--- src/rtl/scan_trig_pkg.sv ---
package scan_trig_pkg;

    localparam int TMAX_W  = 10;
    localparam int DIV_W   = 3;
    localparam int DIV_MAX = 5;
    localparam int NUM_EXT = 4;
    localparam int REG_W   = 16;

    // timer register layout
    localparam int TEN_BIT = 15;
    localparam int DIV_LSB = 10;

    // control register layout
    localparam int CONV_BIT = 0;
    localparam int RPT_BIT  = 1;
    localparam int PINT_BIT = 2;
    localparam int FALL_BIT = 3;
    localparam int SRC_LSB  = 4;

    typedef enum logic [2:0] {
        SRC_EXT0 = 3'd0,
        SRC_EXT1 = 3'd1,
        SRC_EXT2 = 3'd2,
        SRC_EXT3 = 3'd3,
        SRC_CMP  = 3'd4,
        SRC_RSV5 = 3'd5,
        SRC_RSV6 = 3'd6,
        SRC_SW   = 3'd7
    } src_e;

    typedef struct packed {
        logic              en;
        logic [DIV_W-1:0]  div;
        logic [TMAX_W-1:0] tmax;
    } tmr_cfg_t;

    typedef struct packed {
        src_e src;
        logic fall;
        logic per_int;
        logic rpt;
        logic conv_en;
    } ctl_cfg_t;

    function automatic logic [DIV_W-1:0] clamp_div(input logic [DIV_W-1:0] d);
        return (int'(d) > DIV_MAX) ? DIV_W'(DIV_MAX) : d;
    endfunction

    function automatic logic [DIV_MAX-1:0] pre_mask(input logic [DIV_W-1:0] d);
        return DIV_MAX'((32'd1 << d) - 32'd1);
    endfunction

endpackage

--- src/rtl/stg_cfg_regs.sv ---
module stg_cfg_regs
    import scan_trig_pkg::*;
(
    input  logic             clk,
    input  logic             rst,
    input  logic             we,
    input  logic             addr,
    input  logic [REG_W-1:0] wdata,
    output logic [REG_W-1:0] rdata,
    output tmr_cfg_t         tcfg,
    output ctl_cfg_t         ccfg
);

    always_ff @(posedge clk) begin
        if (rst) begin
            tcfg <= '0;
            ccfg <= '0;
        end else if (we) begin
            if (!addr) begin
                tcfg.en <= wdata[TEN_BIT];
                if (!tcfg.en) begin
                    tcfg.div  <= clamp_div(wdata[DIV_LSB +: DIV_W]);
                    tcfg.tmax <= wdata[TMAX_W-1:0];
                end
            end else begin
                ccfg.conv_en <= wdata[CONV_BIT];
                ccfg.rpt     <= wdata[RPT_BIT];
                ccfg.per_int <= wdata[PINT_BIT];
                ccfg.fall    <= wdata[FALL_BIT];
                ccfg.src     <= src_e'(wdata[SRC_LSB +: 3]);
            end
        end
    end

    always_comb begin
        rdata = '0;
        if (!addr) begin
            rdata[TEN_BIT]             = tcfg.en;
            rdata[DIV_LSB +: DIV_W]    = tcfg.div;
            rdata[TMAX_W-1:0]          = tcfg.tmax;
        end else begin
            rdata[CONV_BIT]            = ccfg.conv_en;
            rdata[RPT_BIT]             = ccfg.rpt;
            rdata[PINT_BIT]            = ccfg.per_int;
            rdata[FALL_BIT]            = ccfg.fall;
            rdata[SRC_LSB +: 3]        = ccfg.src;
        end
    end

    AST_DIV_LEGAL: assert property (@(posedge clk) disable iff (rst)
        int'(tcfg.div) <= DIV_MAX);
    AST_TIMER_LOCKED: assert property (@(posedge clk) disable iff (rst)
        (tcfg.en && $past(tcfg.en)) |-> ($stable(tcfg.div) && $stable(tcfg.tmax)));

endmodule

--- src/rtl/stg_timer.sv ---
module stg_timer
    import scan_trig_pkg::*;
(
    input  logic              clk,
    input  logic              rst,
    input  logic              en,
    input  logic [DIV_W-1:0]  div,
    input  logic [TMAX_W-1:0] tmax,
    output logic              tick
);

    logic [DIV_MAX-1:0] pcnt;
    logic [TMAX_W-1:0]  cnt;
    logic               ce;

    assign ce = en && ((pcnt & pre_mask(div)) == pre_mask(div));

    always_ff @(posedge clk) begin
        if (rst || !en) begin
            pcnt <= '0;
            cnt  <= '0;
            tick <= 1'b0;
        end else begin
            pcnt <= pcnt + 1'b1;
            tick <= 1'b0;
            if (ce) begin
                if (cnt == TMAX_W'(tmax - 1'b1)) begin
                    cnt  <= '0;
                    tick <= 1'b1;
                end else begin
                    cnt <= cnt + 1'b1;
                end
            end
        end
    end

    AST_TIMER_IDLE: assert property (@(posedge clk) disable iff (rst)
        !en |=> !tick);
    AST_CNT_RANGE: assert property (@(posedge clk) disable iff (rst)
        (en && tmax != '0) |-> (cnt < tmax));

endmodule

--- src/rtl/stg_sync_edge.sv ---
module stg_sync_edge #(
    parameter int STAGES = 2
) (
    input  logic clk,
    input  logic rst,
    input  logic din,
    input  logic fall,
    output logic pulse
);

    logic [STAGES:0] sh;

    always_ff @(posedge clk) begin
        if (rst) sh <= '0;
        else     sh <= {sh[STAGES-1:0], din};
    end

    assign pulse = fall ? (sh[STAGES] & ~sh[STAGES-1])
                        : (sh[STAGES-1] & ~sh[STAGES]);

endmodule

--- src/rtl/scan_trig_gen.sv ---
module scan_trig_gen
    import scan_trig_pkg::*;
#(
    parameter int SYNC_STAGES = 2
) (
    input  logic               clk,
    input  logic               rst,
    input  logic               cfg_we,
    input  logic               cfg_addr,
    input  logic [REG_W-1:0]   cfg_wdata,
    output logic [REG_W-1:0]   cfg_rdata,
    input  logic [NUM_EXT-1:0] ext_trig,
    input  logic               cmp_in,
    input  logic               sw_trig,
    input  logic               tmr_tick,
    output logic               scan_start
);

    tmr_cfg_t         tcfg;
    ctl_cfg_t         ccfg;
    logic             itick;
    logic [NUM_EXT:0] pins;
    logic [NUM_EXT:0] ev;
    logic             trig_evt;
    logic             per_tick;
    logic             armed;

    stg_cfg_regs u_regs (
        .clk   (clk),
        .rst   (rst),
        .we    (cfg_we),
        .addr  (cfg_addr),
        .wdata (cfg_wdata),
        .rdata (cfg_rdata),
        .tcfg  (tcfg),
        .ccfg  (ccfg)
    );

    stg_timer u_timer (
        .clk  (clk),
        .rst  (rst),
        .en   (tcfg.en),
        .div  (tcfg.div),
        .tmax (tcfg.tmax),
        .tick (itick)
    );

    assign pins = {cmp_in, ext_trig};

    for (genvar gi = 0; gi <= NUM_EXT; gi++) begin : g_in
        logic use_fall;
        if (gi < NUM_EXT) begin : g_ext
            assign use_fall = ccfg.fall;
        end else begin : g_cmp
            assign use_fall = 1'b0;
        end
        stg_sync_edge #(.STAGES(SYNC_STAGES)) u_se (
            .clk   (clk),
            .rst   (rst),
            .din   (pins[gi]),
            .fall  (use_fall),
            .pulse (ev[gi])
        );
    end

    always_comb begin
        unique case (ccfg.src)
            SRC_EXT0, SRC_EXT1,
            SRC_EXT2, SRC_EXT3: trig_evt = ev[{1'b0, ccfg.src[1:0]}];
            SRC_CMP:            trig_evt = ev[NUM_EXT];
            SRC_SW:             trig_evt = sw_trig;
            default:            trig_evt = 1'b0;
        endcase
    end

    assign per_tick = ccfg.per_int ? itick : tmr_tick;

    always_ff @(posedge clk) begin
        if (rst || !ccfg.conv_en || !ccfg.rpt || (ccfg.per_int && !tcfg.en))
            armed <= 1'b0;
        else if (trig_evt)
            armed <= 1'b1;
    end

    always_ff @(posedge clk) begin
        if (rst) scan_start <= 1'b0;
        else     scan_start <= ccfg.conv_en && (armed ? per_tick : trig_evt);
    end

    AST_CONV_OFF_QUIET: assert property (@(posedge clk) disable iff (rst)
        !ccfg.conv_en |=> !scan_start);
    AST_RSV_SRC_QUIET: assert property (@(posedge clk) disable iff (rst)
        (!armed && (ccfg.src == SRC_RSV5 || ccfg.src == SRC_RSV6)) |=> !scan_start);
    AST_SW_SINGLE: assert property (@(posedge clk) disable iff (rst)
        (ccfg.conv_en && !ccfg.rpt && ccfg.src == SRC_SW && sw_trig) |=> scan_start);
    AST_ARMED_FOLLOWS_TICK: assert property (@(posedge clk) disable iff (rst)
        (armed && ccfg.conv_en && !per_tick) |=> !scan_start);

endmodule

--- config.mk ---
export PLATFORM = sky130hd
export DESIGN_NAME = scan_trig_gen
export DESIGN_NICKNAME = d
export VERILOG_FILES = /design/src/rtl/scan_trig_pkg.sv /design/src/rtl/stg_cfg_regs.sv /design/src/rtl/stg_timer.sv /design/src/rtl/stg_sync_edge.sv /design/src/rtl/scan_trig_gen.sv
export SDC_FILE = /design/constraint.sdc
export NUM_CORES = 1
export LEC_CHECK = 0
export BUFFER_PORTS_ARGS = -buffer_cell sky130_fd_sc_hd__buf_2
export CAP_MARGIN = 20
export CELL_PAD_IN_SITES_DETAIL_PLACEMENT = 1
export CELL_PAD_IN_SITES_GLOBAL_PLACEMENT = 1
export CORE_MARGIN = 3
export CORE_UTILIZATION = 40
export DETAILED_ROUTE_END_ITERATION = 10
export PLACE_DENSITY = 0.8
export SETUP_SLACK_MARGIN = 0.15
export SLEW_MARGIN = 40
export SYNTH_ARGS = -nofsm -noshare
export SYNTH_HDL_FRONTEND = slang
export SYNTH_SLANG_ARGS = --single-unit
--- constraint.sdc ---
create_clock -name clk -period 2.92 [get_ports clk]
set_clock_uncertainty 0.05 [all_clocks]
set_input_delay 0.584 -clock clk [delete_from_list [all_inputs] [get_ports clk]]
set_output_delay 0.584 -clock clk [all_outputs]
set_load 0.01 [all_outputs]
==> results.json, run 1 <==
{
  "worstSkewPairLatency_ns": 0.31,
  "cts_buffers": 5,
  "p_sw_share_pct": 25.80,
  "p_leak_uw": 0.001171,
  "place_area_um2": 2920,
  "clk_pin_slew_worst_paths_ns": 0.10,
  "hp-start": "g_in[0].u_se.sh[0]",
  "cts_setup_buffers": 0,
  "internal-power_uw": 1120,
  "wl_um": 6566,
  "power.switching_uw": 389.3,
  "cts_root_buf": "clkbuf_8",
  "fp.dieW_um": 87.89,
  "grt_overflow": 0,
  "cp.arrival_ns": 2.75,
  "place_ws_ns": 0.3497,
  "io_pins": 44,
  "r2r-start": "u_regs.tcfg[0]",
  "startpoint_type": "register",
  "r2r_setup_slack_ns": 0.30,
  "whs_path_depth": 1,
  "slew_headroom_pct": 55.91,
  "tightest_slew_ns": 0.6613,
  "critPathKind": "register to register",
  "fmax_mhz": 382.4,
  "maxCapViolCount": 0,
  "vias": 2232,
  "fill_cells": 786,
  "gp_congestion": 0.7796,
  "cts_hold_buf": 0,
  "num_rows": 29,
  "cts-htree-levels": 2,
  "drc": 0,
  "clockPowerShare_pct": 36.3,
  "initial_core_util_pct": 41.77,
  "grt_pass1_vias": 2309,
  "ir_worst_vdd_uv": 229.0,
  "required_ns": 3.05,
  "endpoint_kind": "register",
  "setup_tns_ns": 0,
  "reg2reg_depth": 8,
  "dr.pass1.iters": 4,
  "synth_area_um2": 2683,
  "path_max_fanout": 10,
  "layout_common_cells": "dfxtp_1 (54), nand2_1 (41), buf_2 (39)",
  "die_y_um": 87.89,
  "period_share_pct": 89.56,
  "drt_iter0_drc": 76,
  "cts.sinks": 54,
  "final_hold_viol_count": 0,
  "ys_seq_elements": 54,
  "num-nets-final": 376,
  "slew_violations": 0,
  "synth_cell_types": 45,
  "antenna_found_initial": 0,
  "grt_pass1_wl_um": 11320,
  "drive_gt1_share_pct": 20.52,
  "fin_area_um2": 3065,
  "finalSetupViolations": 0,
  "diodes": 0,
  "synth_cells": 313,
  "p_comb_share_pct": 11.5,
  "post-route-util_pct": 47.73,
  "viasPerCell": 5.277,
  "sequentialPowerShare_pct": 52.2,
  "detail_route.wl_per_cell_um": 15.52,
  "powerDensity_nw_per_um2": 492.3,
  "layout_commonest_cell": "dfxtp_1",
  "coreArea_um2": 6422,
  "postCtsResizedCells": 0,
  "grt_start_max_net_pins": 28,
  "yosys_warnings": 0,
  "drtAntennaViolNets": 0,
  "clockBufferDepth": 2,
  "finalWorstSetupSlack_ns": 0.3048,
  "crit_start": "u_regs.tcfg[0]",
  "rsz0062_at_grt": "false",
  "post_synth.cell_area_avg_um2": 8.571,
  "io_buffers": 39,
  "yosysSeqAreaShare_pct": 40.30,
  "die-area_um2": 7725,
  "status": "completed",
  "dp_hpwl_um": 4776,
  "syn_to_final_growth_pct": 14.27,
  "cts_tree": "yes",
  "min_path_type": "register to register",
  "min_period_ns": 2.615,
  "groute.usage.overall_pct": 18.81
}
[sequential cells by signal, indices dropped and copies added (netlist names)]
register	count
u_timer.pcnt	5
armed	1
scan_start	1
g_in.u_se.sh	15
u_regs.ccfg	7
u_timer.cnt	10
u_regs.tcfg	14
u_timer.tick	1
[path summary, 6_finish.rpt]
| path | to |
|---|---|
| hold / removal | g_in[0].u_se.sh[1] |
| setup / recovery | u_timer.cnt[3] |
| setup reg to reg | u_timer.cnt[3] |
| hold reg to reg | g_in[0].u_se.sh[1] |
[per-layer routing]
| metal | global-route usage, % | vias up | part of all wire, % |
|---|---|---|---|
| li1 | - | 1115 | - |
| met1 | 24.23 | 1059 | 46 |
| met2 | 31.78 | 51 | 49 |
| met3 | 3.293 | 7 | 4.6 |
| met4 | 6.276 | 0 | 1.2 |
| met5 | 0 | - | 0 |
[power groups by stage]
stage                     Clock [uW]  Combinational (uW)  Sequential [uW]
after floorplan                    0                 125              791
after global placement             0                 164              802
after detailed placement           0                 169              803
after CTS                        564                 172              787
after global routing             599                 200              792
final                            548                 174              787
[kinds of logic after synthesis]
kind of cell	after synthesis	synth area share, %
AND/OR/NAND/NOR	134	28.08
flip-flops	54	40.30
AO/OA/AOI/OAI	50	11.99
buffers and inverters	37	5.923
XOR/XNOR	26	8.489
multiplexers	7	3.218
adder cells (fa/ha/maj)	4	1.866
other	1	0.1398
[worst max-delay path: stages, from the launching register on]
cell	delay (ns)
dfxtp_1	0.39
inv_1	0.11
ha_2	0.25
or3b_1	0.45
a2111oi_1	0.39
o21ai_0	0.24
nor4b_4	0.28
buf_4	0.24
nor3_1	0.07
[synth_stat cells]
library cell  number  share of area [%]
nor4_4             3                2.4
o311ai_0           1               0.33
nor3_2             5                1.9
o221ai_2           1               0.56
o211ai_1           3               0.84
a2111oi_1          1               0.37
a221oi_2           1               0.56
and3_1             2               0.47
o211a_1            1               0.37
mux2i_1            3                1.1
conb_1             1               0.14
nand3b_1           1               0.28
nand2b_1           4               0.93
clkbuf_1          14                2.0
mux4_2             1               0.84
xor2_1             7                2.3
nor4b_1            4                1.3
a32oi_1            2               0.65
dfxtp_1           54                 40
a22oi_1            1               0.28
buf_1              1               0.14
a211oi_1           4                1.1
nand2_1           41                5.7
xnor2_1           19                6.2
nor4_1             2               0.47
nor4b_2            1               0.56
nor2b_1           20                4.7
o32a_1             2               0.75
o21ai_0           12                2.2
nor2_1            20                2.8
buf_4              3               0.84
clkbuf_2           1               0.19
inv_1             17                2.4
or3_4              1               0.42
and3b_1            1               0.33
a21oi_1           21                3.9
or3b_1             1               0.33
nand4_1            1               0.23
buf_6              1               0.42
or3_1              2               0.47
nor3_1            11                2.1
ha_1               4                1.9
mux2_2             3                1.3
nand3_1           12                2.2
nor3b_1            2               0.56
[final cells by class]
type | count | area, um2 | area share [%]
Clock buffer | 6 | 82.58 | 2.694
Tap cell | 77 | 96.34 | 3.143
Clock inverter | 2 | 38.79 | 1.265
Sequential cell | 54 | 1081 | 35.27
Timing Repair Buffer | 44 | 232.7 | 7.592
Multi-Input combinational cell | 223 | 1470 | 47.96
Inverter | 17 | 63.81 | 2.082
[stage by stage]
stage,power [uW],instances,hold WS [ns]
global route,1591,423,0.4177
floorplan,916.3,314,0.3636
CTS,1523,423,0.4069
detailed placement,972.9,415,0.3887
global placement,965.5,415,0.3659
finish,1509,423,0.4054
No activity file was read; power rests on OpenSTA's default activity.
==> run 2, diff against run 1 <==
--- a/config.mk
+++ b/config.mk
@@ -8,3 +8,3 @@
 export BUFFER_PORTS_ARGS = -buffer_cell sky130_fd_sc_hd__buf_2
-export CAP_MARGIN = 20
+export CAP_MARGIN = 10
 export CELL_PAD_IN_SITES_DETAIL_PLACEMENT = 1
--- a/constraint.sdc
+++ b/constraint.sdc
@@ -4,2 +4,2 @@
 set_output_delay 0.584 -clock clk [all_outputs]
-set_load 0.01 [all_outputs]
+set_load 0.1 [all_outputs]
==> results.json, run 2 (synthesis results as in run 1) <==
{
  "largest_reg_flops": 15,
  "tightest_slew_ns": 0.7091,
  "ff_latch_area_um2": 1081,
  "regMostFlops": "g_in.u_se.sh",
  "maxCapViolCount": 0,
  "grt_pass1_wl_um": 11030,
  "slew_headroom_pct": 52.73,
  "path_max_fanout": 10,
  "coreArea_um2": 6422,
  "post-route-util_pct": 46.91,
  "dr.pass1.iters": 4,
  "cts_hold_buf": 0,
  "die-area_um2": 7725,
  "critPathKind": "register to register",
  "detail_route.wl_per_cell_um": 15.35,
  "gp_congestion": 0.7844,
  "io_buffers": 39,
  "drt_iter0_drc": 117,
  "viasPerCell": 5.339,
  "layout_common_cells": "dfxtp_1 (54), nand2_1 (41), buf_2 (39)",
  "wl_um": 6478,
  "cts_root_buf": "clkbuf_8",
  "vias": 2253,
  "clockBufferDepth": 2,
  "groute.usage.overall_pct": 18.26,
  "period_share_pct": 87.11,
  "required_ns": 3.04,
  "io_pins": 44,
  "grt_overflow": 0,
  "cp.arrival_ns": 2.67,
  "endpoint_kind": "register",
  "final_hold_viol_count": 0,
  "fmax_mhz": 393.2,
  "startpoint_type": "register",
  "fp.dieW_um": 87.89,
  "finalSetupViolations": 0,
  "cts.sinks": 54,
  "diodes": 0,
  "initial_core_util_pct": 41.77,
  "die_y_um": 87.89,
  "powerDensity_nw_per_um2": 486.9,
  "rsz0062_at_grt": "false",
  "top_regs": "g_in.u_se.sh: 15 flops, u_regs.tcfg: 14 flops, u_timer.cnt: 10 flops",
  "dp_hpwl_um": 4841,
  "antenna_found_initial": 0,
  "worstSkewPairLatency_ns": 0.31,
  "status": "completed",
  "p_leak_uw": 0.001137,
  "drc": 0,
  "syn_to_final_growth_pct": 12.31,
  "min_path_type": "register to register",
  "drtAntennaViolNets": 0,
  "num-nets-final": 375,
  "cts_tree": "yes",
  "num_rows": 29,
  "multiInputGateArea_um2": 1451,
  "cts_buffers": 5,
  "grt_start_max_net_pins": 28,
  "layout_commonest_cell": "dfxtp_1",
  "slew_violations": 0,
  "grt_pass1_vias": 2239,
  "min_period_ns": 2.544,
  "clk_pin_slew_worst_paths_ns": 0.09,
  "drive_gt1_share_pct": 19.71,
  "cts-htree-levels": 2,
  "ir_worst_vdd_uv": 224.6,
  "power.total_uw": 1467,
  "fill_cells": 785
}
-- run 2: layout make-up --
| class | instances | area share (%) |
|---|---|---|
| clock buffers | 7 | 2.865 |
| clock inverters | 1 | 0.2907 |
| inverters | 17 | 2.118 |
| multi-input cells | 223 | 48.17 |
| flip-flops and latches | 54 | 35.88 |
| well taps | 77 | 3.198 |
| repair buffers | 43 | 7.475 |
-- run 2: what timing repair did --
item,in CTS,in global routing
setup endpoints to repair,0,6
gates resized for setup,0,1
buffers inserted,0,0
-- run 2: path summary, 6_finish.rpt --
path | end | from | cells past startpoint | slack, ns
max | u_timer.cnt[0] | u_regs.tcfg[0] | 9 | 0.38
min | g_in[4].u_se.sh[1] | g_in[4].u_se.sh[0] | 1 | 0.40
max reg2reg | u_timer.cnt[0] | u_regs.tcfg[0] | 9 | 0.38
min reg2reg | g_in[4].u_se.sh[1] | g_in[4].u_se.sh[0] | 1 | 0.40
-- run 2: power breakdown --
group	leakage (uW)	internal [uW]	switching [uW]	total (uW)
logic	0.000648	76.5	160	237
clock network	0.0000489	197	247	444
registers	0.000440	758	27.7	786
-- run 2: routing by layer --
layer,part of all wire (%),global-route usage [%]
met1,47,24.70
met2,48,29.86
met3,4.1,3.293
met4,1.1,5.021
met5,0,0
-- run 2: critical path, cell delays in order, from the launching register on --
cell	delay (ns)
dfxtp_1	0.39
inv_1	0.12
ha_2	0.25
or3b_1	0.44
nor4b_1	0.29
a22oi_1	0.13
o21ai_0	0.11
nor4b_2	0.30
buf_4	0.26
nor3_1	0.08
-- run 2: through the flow --
stage                     setup slack (ns)  area, um2  TNS, ns  cells  hold slack [ns]
after detailed placement            0.3731       2915        0    414           0.3822
after global routing                0.1529       3013        0    422           0.4123
after CTS                           0.3216       3010        0    422           0.4002
after global placement              0.4400       2915        0    414           0.3659
after floorplan                   -0.05919       2689  -0.4525    314           0.3636
final                               0.3765       3013        0    422           0.3956
